`config.mk`:
```
export PLATFORM = sky130hd
export DESIGN_NAME = iag_top
export DESIGN_NICKNAME = d
export VERILOG_FILES = /design/src/rtl/iag_pkg.sv /design/src/rtl/iag_decode.sv /design/src/rtl/iag_agen.sv /design/src/rtl/iag_outreg.sv /design/src/rtl/iag_top.sv
export SDC_FILE = /design/constraint.sdc
export NUM_CORES = 1
export LEC_CHECK = 0
export ABC_AREA = 1
export BUFFER_PORTS_ARGS = -buffer_cell sky130_fd_sc_hd__buf_2
export CAP_MARGIN = 20
export CORE_AREA = 2 2 216 218
export CTS_CLUSTER_DIAMETER = 200
export CTS_CLUSTER_SIZE = 8
export DETAILED_ROUTE_END_ITERATION = 8
export DIE_AREA = 0 0 218 220
export MAX_ROUTING_LAYER = met4
export PLACE_DENSITY = 0.56
export SETUP_SLACK_MARGIN = 0.5
export SYNTH_ARGS = -nofsm -noshare
export SYNTH_HDL_FRONTEND = slang
export SYNTH_SLANG_ARGS = --single-unit
```
`constraint.sdc`:
```
create_clock -name clk -period 9.52 [get_ports clk]
set_input_delay 2.38 -clock clk [delete_from_list [all_inputs] [get_ports clk]]
set_output_delay 2.38 -clock clk [all_outputs]
set_load 0.005 [all_outputs]
```
`src/rtl/iag_pkg.sv`:
```
package iag_pkg;

  typedef enum logic [2:0] {
    FMT_RR = 3'd0,
    FMT_RX = 3'd1,
    FMT_SI = 3'd2,
    FMT_S  = 3'd3,
    FMT_SS = 3'd4
  } fmt_e;

  localparam logic [3:0] STORAGE_OP_NIBBLE = 4'b1011;

  typedef struct packed {
    fmt_e       fmt;
    logic [2:0] ilen;
    logic [1:0] nea;
  } dec_t;

endpackage

```
`src/rtl/iag_decode.sv`:
```
module iag_decode
  import iag_pkg::*;
#(
  parameter int OP_W = 8
) (
  input  logic [OP_W-1:0] opcode,
  output dec_t            dec
);

  logic [1:0] len_code;
  logic [3:0] hi_nib;

  assign len_code = opcode[OP_W-1 -: 2];
  assign hi_nib   = opcode[OP_W-1 -: 4];

  always_comb begin
    dec = '0;
    unique case (len_code)
      2'b00: begin
        dec.fmt  = FMT_RR;
        dec.ilen = 3'd2;
        dec.nea  = 2'd0;
      end
      2'b01: begin
        dec.fmt  = FMT_RX;
        dec.ilen = 3'd4;
        dec.nea  = 2'd1;
      end
      2'b10: begin
        dec.fmt  = (hi_nib == STORAGE_OP_NIBBLE) ? FMT_S : FMT_SI;
        dec.ilen = 3'd4;
        dec.nea  = 2'd1;
      end
      default: begin
        dec.fmt  = FMT_SS;
        dec.ilen = 3'd6;
        dec.nea  = 2'd2;
      end
    endcase
  end

endmodule

```
`src/rtl/iag_agen.sv`:
```
module iag_agen #(
  parameter int NREG   = 16,
  parameter int ADDR_W = 24,
  parameter int DISP_W = 12,
  parameter int RIDX_W = $clog2(NREG)
) (
  input  logic [NREG*ADDR_W-1:0] gpr,
  input  logic                   en,
  input  logic                   index_en,
  input  logic [RIDX_W-1:0]      base_sel,
  input  logic [RIDX_W-1:0]      index_sel,
  input  logic [DISP_W-1:0]      disp,
  output logic [ADDR_W-1:0]      ea
);

  logic [ADDR_W-1:0] base_v;
  logic [ADDR_W-1:0] index_v;

  always_comb begin
    base_v  = '0;
    index_v = '0;
    for (int k = 1; k < NREG; k++) begin
      if (base_sel == RIDX_W'(k))
        base_v = gpr[k*ADDR_W +: ADDR_W];
      if (index_en && index_sel == RIDX_W'(k))
        index_v = gpr[k*ADDR_W +: ADDR_W];
    end
  end

  assign ea = en ? (base_v + index_v + ADDR_W'(disp)) : '0;

endmodule

```
`src/rtl/iag_outreg.sv`:
```
module iag_outreg #(
  parameter int PAY_W = 8
) (
  input  logic             clk,
  input  logic             rst_n,
  input  logic             in_valid,
  output logic             in_ready,
  input  logic [PAY_W-1:0] in_pay,
  output logic             out_valid,
  input  logic             out_ready,
  output logic [PAY_W-1:0] out_pay
);

  assign in_ready = !out_valid || out_ready;

  always_ff @(posedge clk) begin
    if (!rst_n) begin
      out_valid <= 1'b0;
      out_pay   <= '0;
    end else if (in_ready) begin
      out_valid <= in_valid;
      if (in_valid)
        out_pay <= in_pay;
    end
  end

endmodule

```
`src/rtl/iag_top.sv`:
```
module iag_top
  import iag_pkg::*;
#(
  parameter int NREG   = 16,
  parameter int ADDR_W = 24,
  parameter int DISP_W = 12,
  parameter int BYTE_W = 8,
  parameter int MAX_BYTES = 6
) (
  input  logic                    clk,
  input  logic                    rst_n,
  input  logic                    in_valid,
  output logic                    in_ready,
  input  logic [MAX_BYTES*BYTE_W-1:0] in_ibuf,
  input  logic [ADDR_W-1:0]       in_pc,
  input  logic [NREG*ADDR_W-1:0]  in_gpr,
  output logic                    out_valid,
  input  logic                    out_ready,
  output logic [2:0]              out_fmt,
  output logic [2:0]              out_ilen,
  output logic [1:0]              out_nea,
  output logic [ADDR_W-1:0]       out_ea1,
  output logic [ADDR_W-1:0]       out_ea2,
  output logic [BYTE_W-1:0]       out_imm,
  output logic [BYTE_W-1:0]       out_fld_len,
  output logic [ADDR_W-1:0]       out_next
);

  localparam int IBUF_W = MAX_BYTES * BYTE_W;
  localparam int RIDX_W = $clog2(NREG);
  localparam int NLANE  = 2;
  // byte boundaries of the left-justified buffer
  localparam int OP_HI  = IBUF_W - 1;
  localparam int B1_HI  = IBUF_W - BYTE_W - 1;
  localparam int B2_HI  = IBUF_W - 2*BYTE_W - 1;
  localparam int B4_HI  = IBUF_W - 4*BYTE_W - 1;
  localparam int PAY_W  = 3 + 3 + 2 + 3*ADDR_W + 2*BYTE_W;

  dec_t dec;

  iag_decode #(.OP_W(BYTE_W)) u_dec (
    .opcode (in_ibuf[OP_HI -: BYTE_W]),
    .dec    (dec)
  );

  logic [NLANE-1:0]             lane_en;
  logic [NLANE-1:0]             lane_idx_en;
  logic [NLANE-1:0][RIDX_W-1:0] lane_base;
  logic [NLANE-1:0][RIDX_W-1:0] lane_index;
  logic [NLANE-1:0][DISP_W-1:0] lane_disp;
  logic [NLANE-1:0][ADDR_W-1:0] lane_ea;

  // lane 0: first storage operand, lane 1: second (storage-to-storage)
  assign lane_en[0]     = (dec.fmt != FMT_RR);
  assign lane_idx_en[0] = (dec.fmt == FMT_RX);
  assign lane_index[0]  = in_ibuf[B1_HI - RIDX_W -: RIDX_W];
  assign lane_base[0]   = in_ibuf[B2_HI -: RIDX_W];
  assign lane_disp[0]   = in_ibuf[B2_HI - RIDX_W -: DISP_W];

  assign lane_en[1]     = (dec.fmt == FMT_SS);
  assign lane_idx_en[1] = 1'b0;
  assign lane_index[1]  = '0;
  assign lane_base[1]   = in_ibuf[B4_HI -: RIDX_W];
  assign lane_disp[1]   = in_ibuf[B4_HI - RIDX_W -: DISP_W];

  for (genvar g = 0; g < NLANE; g++) begin : g_lane
    iag_agen #(
      .NREG   (NREG),
      .ADDR_W (ADDR_W),
      .DISP_W (DISP_W),
      .RIDX_W (RIDX_W)
    ) u_agen (
      .gpr       (in_gpr),
      .en        (lane_en[g]),
      .index_en  (lane_idx_en[g]),
      .base_sel  (lane_base[g]),
      .index_sel (lane_index[g]),
      .disp      (lane_disp[g]),
      .ea        (lane_ea[g])
    );
  end

  logic [BYTE_W-1:0] byte1;
  logic [BYTE_W-1:0] imm_d;
  logic [BYTE_W-1:0] fld_d;
  logic [ADDR_W-1:0] next_d;

  assign byte1  = in_ibuf[B1_HI -: BYTE_W];
  assign imm_d  = (dec.fmt == FMT_SI) ? byte1 : '0;
  assign fld_d  = (dec.fmt == FMT_SS) ? byte1 : '0;
  assign next_d = in_pc + ADDR_W'(dec.ilen);

  logic [PAY_W-1:0] pay_d;
  logic [PAY_W-1:0] pay_q;

  assign pay_d = {dec.fmt, dec.ilen, dec.nea, lane_ea[0], lane_ea[1],
                  imm_d, fld_d, next_d};

  iag_outreg #(.PAY_W(PAY_W)) u_out (
    .clk       (clk),
    .rst_n     (rst_n),
    .in_valid  (in_valid),
    .in_ready  (in_ready),
    .in_pay    (pay_d),
    .out_valid (out_valid),
    .out_ready (out_ready),
    .out_pay   (pay_q)
  );

  assign {out_fmt, out_ilen, out_nea, out_ea1, out_ea2,
          out_imm, out_fld_len, out_next} = pay_q;

endmodule

```
* Word-level counts from Yosys, hierarchy flattened
Index checks and enable logic that the tools add are counted.
** Word-level totals
- Bits in registers :: 97
- Input bits :: 460
- Output and inout port bits :: 98
** Cells by class
- Add/sub/neg operators :: 4
- Eq/ne operators :: 51
- Mux-type cells :: 51
- Reductions and logical operators :: 20
** Operators with widths (count)
- two-way mux 24 bit :: 47
- equality test 4 bit, second input constant :: 25
- adder 24 x 12 -> 24 bit :: 2
- equality test 4 x 3 -> 1 bit, second input constant :: 12
- adder 24 bit :: 1
- adder 24 x 3 -> 24 bit :: 1
- equality test 4 x 2 -> 1 bit, second input constant :: 6
- one-hot mux 8 bit (3 select lines) :: 1
- two-way mux 8 bit :: 2
- logical AND 1 bit :: 15
- equality test 4 x 1 -> 1 bit, second input constant :: 3
- equality test 3 x 1 -> 1 bit, second input constant :: 1
- equality test 3 x 2 -> 1 bit, second input constant :: 1
- equality test 3 bit, second input constant :: 1
- nonzero test 3 bit :: 1
- equality test 2 x 1 -> 1 bit, second input constant :: 1
- equality test 2 bit, second input constant :: 1
- logical NOT 2 bit :: 1
- AND reduction 2 bit :: 1
- logical NOT 1 bit :: 1
- logical OR 1 bit :: 1
- two-way mux 1 bit :: 1

* Depth between registers and ports, before layout
- Depth after elaboration :: 23
- Mapped depth :: 34

* By module
A second synthesis with hierarchy kept.
** Unflattened totals
- Cells, all modules :: 3571
- Area, all modules :: 18992.0 um^2
** Modules (own cells, without submodules)
- iag_agen (g_lane[0].u_agen) :: instances 1, cells each 1396, area an instance 6931.6 um^2, seq. area each 0.0 um^2
- iag_agen (g_lane[1].u_agen) :: instances 1, cells each 1348, area an instance 6769.0 um^2, seq. area each 0.0 um^2
- iag_outreg :: instances 1, cells each 634, area an instance 4320.4 um^2, seq. area each 1941.9 um^2
- iag_top :: instances 1, cells each 176, area an instance 873.3 um^2, seq. area each 0.0 um^2
- iag_decode :: instances 1, cells each 17, area an instance 97.6 um^2, seq. area each 0.0 um^2

* Worst setup path before layout
No wires, ideal clock.
- Path kind :: input to register
- Start point :: input in_ibuf[47]
- End point :: register u_out.out_pay[81]
- Setup time :: 0.132 ns
- Arrival time :: 6.463 ns
- Path slack :: 2.925 ns
- Cell stages on the path :: 26
- Buffers on the path :: 1
- Cells stage by stage :: inv_1 > ha_1 > nand3_1 > clkbuf_1 > o221ai_1 > a21oi_1 > o21ai_0 > a221oi_1 > o2111ai_1 > a21oi_1 > nand4_1 > o21ai_0 > fa_1 > inv_1 > ha_1 > fa_1 > a21oi_1 > o21ai_1 > a21oi_1 > o21ai_1 > or3b_1 > o211ai_1 > a21boi_0 > or2_0 > nand3_1 > a21oi_1
** On the way
- Word-level cells in the longest chain between the ends :: 23
- Elaborated cells between the ends (all ways) :: 41
** Ends and longest elaborated chain
- start, declared :: RTL line iag_top.sv:14 : input logic [MAX_BYTES*BYTE_W-1:0] in_ibuf,
- equality test 4 bit :: RTL line iag_decode.sv:30 : dec.fmt = (hi_nib == STORAGE_OP_NIBBLE) ? FMT_S : FMT_SI;
- two-way mux 1 bit :: RTL line iag_decode.sv:30
- one-hot mux 8 bit (3 select lines) (*) :: RTL line iag_decode.sv:18 : unique case (len_code)
- equality test 3 x 1 -> 1 bit :: RTL line iag_top.sv:55 : assign lane_idx_en[0] = (dec.fmt == FMT_RX);
- logical AND 1 bit :: RTL line iag_agen.sv:25 : if (index_en && index_sel == RIDX_W'(k))
- two-way mux 24 bit (15 in a row) :: RTL line iag_agen.sv:25
- adder 24 bit :: RTL line iag_agen.sv:30 : assign ea = en ? (base_v + index_v + ADDR_W'(disp)) : '0;
- adder 24 x 12 -> 24 bit :: RTL line iag_agen.sv:30
- two-way mux 24 bit (*) :: RTL line iag_agen.sv:30
- end signal, assigned :: RTL line iag_outreg.sv:23 : out_pay <= in_pay;
- end, declared :: RTL line iag_outreg.sv:11 : output logic [PAY_W-1:0] out_pay
Every way passes the cells marked *; elsewhere a longest branch is shown, timed or not.
A chain may end at the register's enable or synchronous reset.

* Final worst setup path
- Start point :: input in_ibuf[47]
- End point :: register u_out.out_pay[83]
Same word-level chain as after synthesis.

==> metrics.txt <==
die area=48000 um^2; sequential share of the synthesized area=13.9%; Post-CTS Resized=0; Max Slew Vio Count=0; Worst Path Required=a little under 10000 ps; vias in the first global route=about 19000; DRT Pass-1 Iters=6; global placement routability congestion=approximately 1.0; Final #Nets=3451; setup TNS=0 ps; CTS root buf=clkbuf_16; Fin. Hold Viols=0; pwr/cell area=around 95 nW/um^2; TritonCTS clock tree=done; routed vias=roughly 20000; FFs w/ async S/R, synth=0%; RSZ-0062 raised after global routing=false; Yosys top cell area share=17.0%; global route overflow=0; CTS HTree Levels=3; Layout Skew=4.87 ps; hold_ws=464 ps; Final Cell Area=between 15000 and 20000 um^2; smallest setup slack after layout=around 1900 ps; Sink Count=95; CP max-delay cell=fa_1; Clk Latency, worst-skew pair=360 ps; post-synthesis xor/xnor area fraction=1.54%; max cap viols=0; final worst path period share=80.1%; CP Class=in -> reg; WP buf/inv=6; slowest stage delay, CP=510 ps; CTS clock-pin slew for the worst setup and hold paths=70 ps; # IOs=558; ranking of synthesized cells by area=nand2_1 (17%), dfxtp_1 (14%), a21oi_1 (12%), inv_1 (9.4%), o21ai_0 (6.1%); Via-to-Cell Ratio=5.59; Unique masters post-synth=47; Longest Clk Path Bufs=2; GRT Total Usage=33.6%; status=completed; cell depth of the worst setup path=28; DIE HEIGHT=220 um; final wirelength=81.5 mm; Clk pwr share=21.4%; post-route ant nets=0; R2R cell count=10; syn_area_per_cell=5.56 um^2; endpoints failing setup=0; worst slack at placement=1620 ps; IO buf count=528; Tightest Pin Transition=~1000 ps; Layout area overhead=26.7%; Yosys reg bits=95; Fill cells=5267; min-delay worst type=reg -> reg; P_sw=737 uW; Yosys top cell by area=nand2_1; Pint=910 uW; area of the multi-input gates=about 10000 um^2; largest net degree at the start of global routing=84; CP delay by family, top=compound AO/OA/AOI/OAI gates; Initial Util=29.8%; Switching Share=44.8%; Tmin final=roughly 7600 ps; multiplexer share of the synthesized area=0%; Setup Fix Bufs, Post-CTS=0; Seq pwr share=27.0%; syn_nets=2989; max frequency=131 MHz; Core Rows=79; Final Core Density=37.8%; Post-synth top cells=nand2_1 (619), inv_1 (341), a21oi_1 (330); crit start category=input pin; crit end category=flip-flop; adder-cell share of the synthesized area=6.95%; cell depth of the worst hold path=2; # hold bufs at CTS=0; number of enable flip-flop cells after synthesis=0; Worst Path Max Fanout=15; total CTS buffers=9; cell mode on critical path=a21oi_1; Slew headroom=30.7%; layout cells sized above 1=21.5%; DRC Markers=0; Pleak=0.00842 uW; Routed wire per std cell=approximately 23 um; VDD IR max=between 0.08 and 0.09 mV; Die W=218 um; register area=~1900 um^2; DPL Wire Length=67.9 mm; global-route wire length before repair=~120 mm; area post-placement=around 17000 um^2; Syn Std Cell Area=13700 um^2; 1st-iter DRT viols=2066; post-synthesis compound-gate area fraction=31.2%; core area=45900 um^2; largest family of logic cells by synthesized area=simple AND/OR/NAND/NOR gates; Comb power frac=51.6%; post-synthesis cell count=between 2000 and 2500; antenna violations before repair=55; top_reg_cell synth=dfxtp_1; Simple-Gate Fraction of Synth Area=33.2%; critical path arrival=between 7000 and 8000 ps; top-count cell post-synth=nand2_1; Synth Warn #=0
-- through the flow --
| step | cells | total power [uW] |
|---|---|---|
| after floorplan | 2462 | 921 |
| after global placement | 3520 | 1280 |
| after detailed placement | 3520 | 1290 |
| after CTS | 3536 | 1650 |
| after global routing | 3585 | 1770 |
| final | 3590 | 1650 |
-- cells in the final DEF, fill, tap and decap left out, drive strengths merged, types with 7 or more instances in the layout --
master     n
o21ai    186
inv      352
o2111ai   60
xor2      14
o221ai    19
nand3     94
o211ai    30
nor3      21
clkbuf    10
a21oi    330
o22ai     53
nor2     218
nand2    623
dfxtp     95
or2       19
ha        52
diode     54
a221oi    28
buf      565
nand4     83
xnor2     10
fa        15
clkinv     7
-- power by group through the flow --
| stage | combinational [uW] | clock [uW] | sequential [uW] |
|---|---|---|---|
| floorplan | 464 | 0 | 457 |
| global placement | 830 | 0 | 453 |
| detailed placement | 834 | 0 | 454 |
| CTS | 839 | 364 | 445 |
| global route | 942 | 380 | 449 |
| finish | 849 | 353 | 445 |
-- worst register-to-register path, cell delays in order (launching register included) --
cell and delay, ps:
dfxtp_1 330, nand2_1 90, nand2_2 60, buf_4 640, clkinv_1 170, buf_4 320, nand2_1 550, clkinv_1 690
o21ai_0 250, a21o_1 110, a21oi_1 50
-- state kept, by name, summed over array words and instances, names as in the netlist --
register / count
u_out.out_valid: 1
u_out.out_pay: 94
-- kinds of logic (layout without fill, tap and decap cells) --
logic type,count (synthesis),count (layout)
AO/OA/AOI/OAI,732,732
XOR/XNOR,24,24
adder cells (fa/ha/maj),67,67
buffers and inverters,470,937
flip-flops,95,95
other,1,55
AND/OR/NAND/NOR,1073,1073
-- cell type report --
cell class | count | share of cell area (%)
Inverter | 356 | 7.72
Sequential cell | 95 | 11.0
Multi-Input combinational cell | 1897 | 57.7
Antenna cell | 54 | 0.779
Clock inverter | 6 | 0.310
Clock buffer | 10 | 1.32
Tap cell | 607 | 4.38
Timing Repair Buffer | 565 | 16.8
-- per-layer routing --
metal / track usage [%] / share of wire, %
met3: 6.67 / 8.1
met5: - / 0
met1: 39.9 / 40
met2: 55.1 / 48
met4: 14.6 / 4.0
-- final timing paths --
path	startpoint	to	slack [ps]
max	in_ibuf[47]	u_out.out_pay[83]	1890
min	u_out.out_pay[69]	u_out.out_pay[69]	460
max reg2reg	u_out.out_valid	u_out.out_pay[46]	6140
min reg2reg	u_out.out_pay[69]	u_out.out_pay[69]	460
Power figures use the tool's default switching activity.
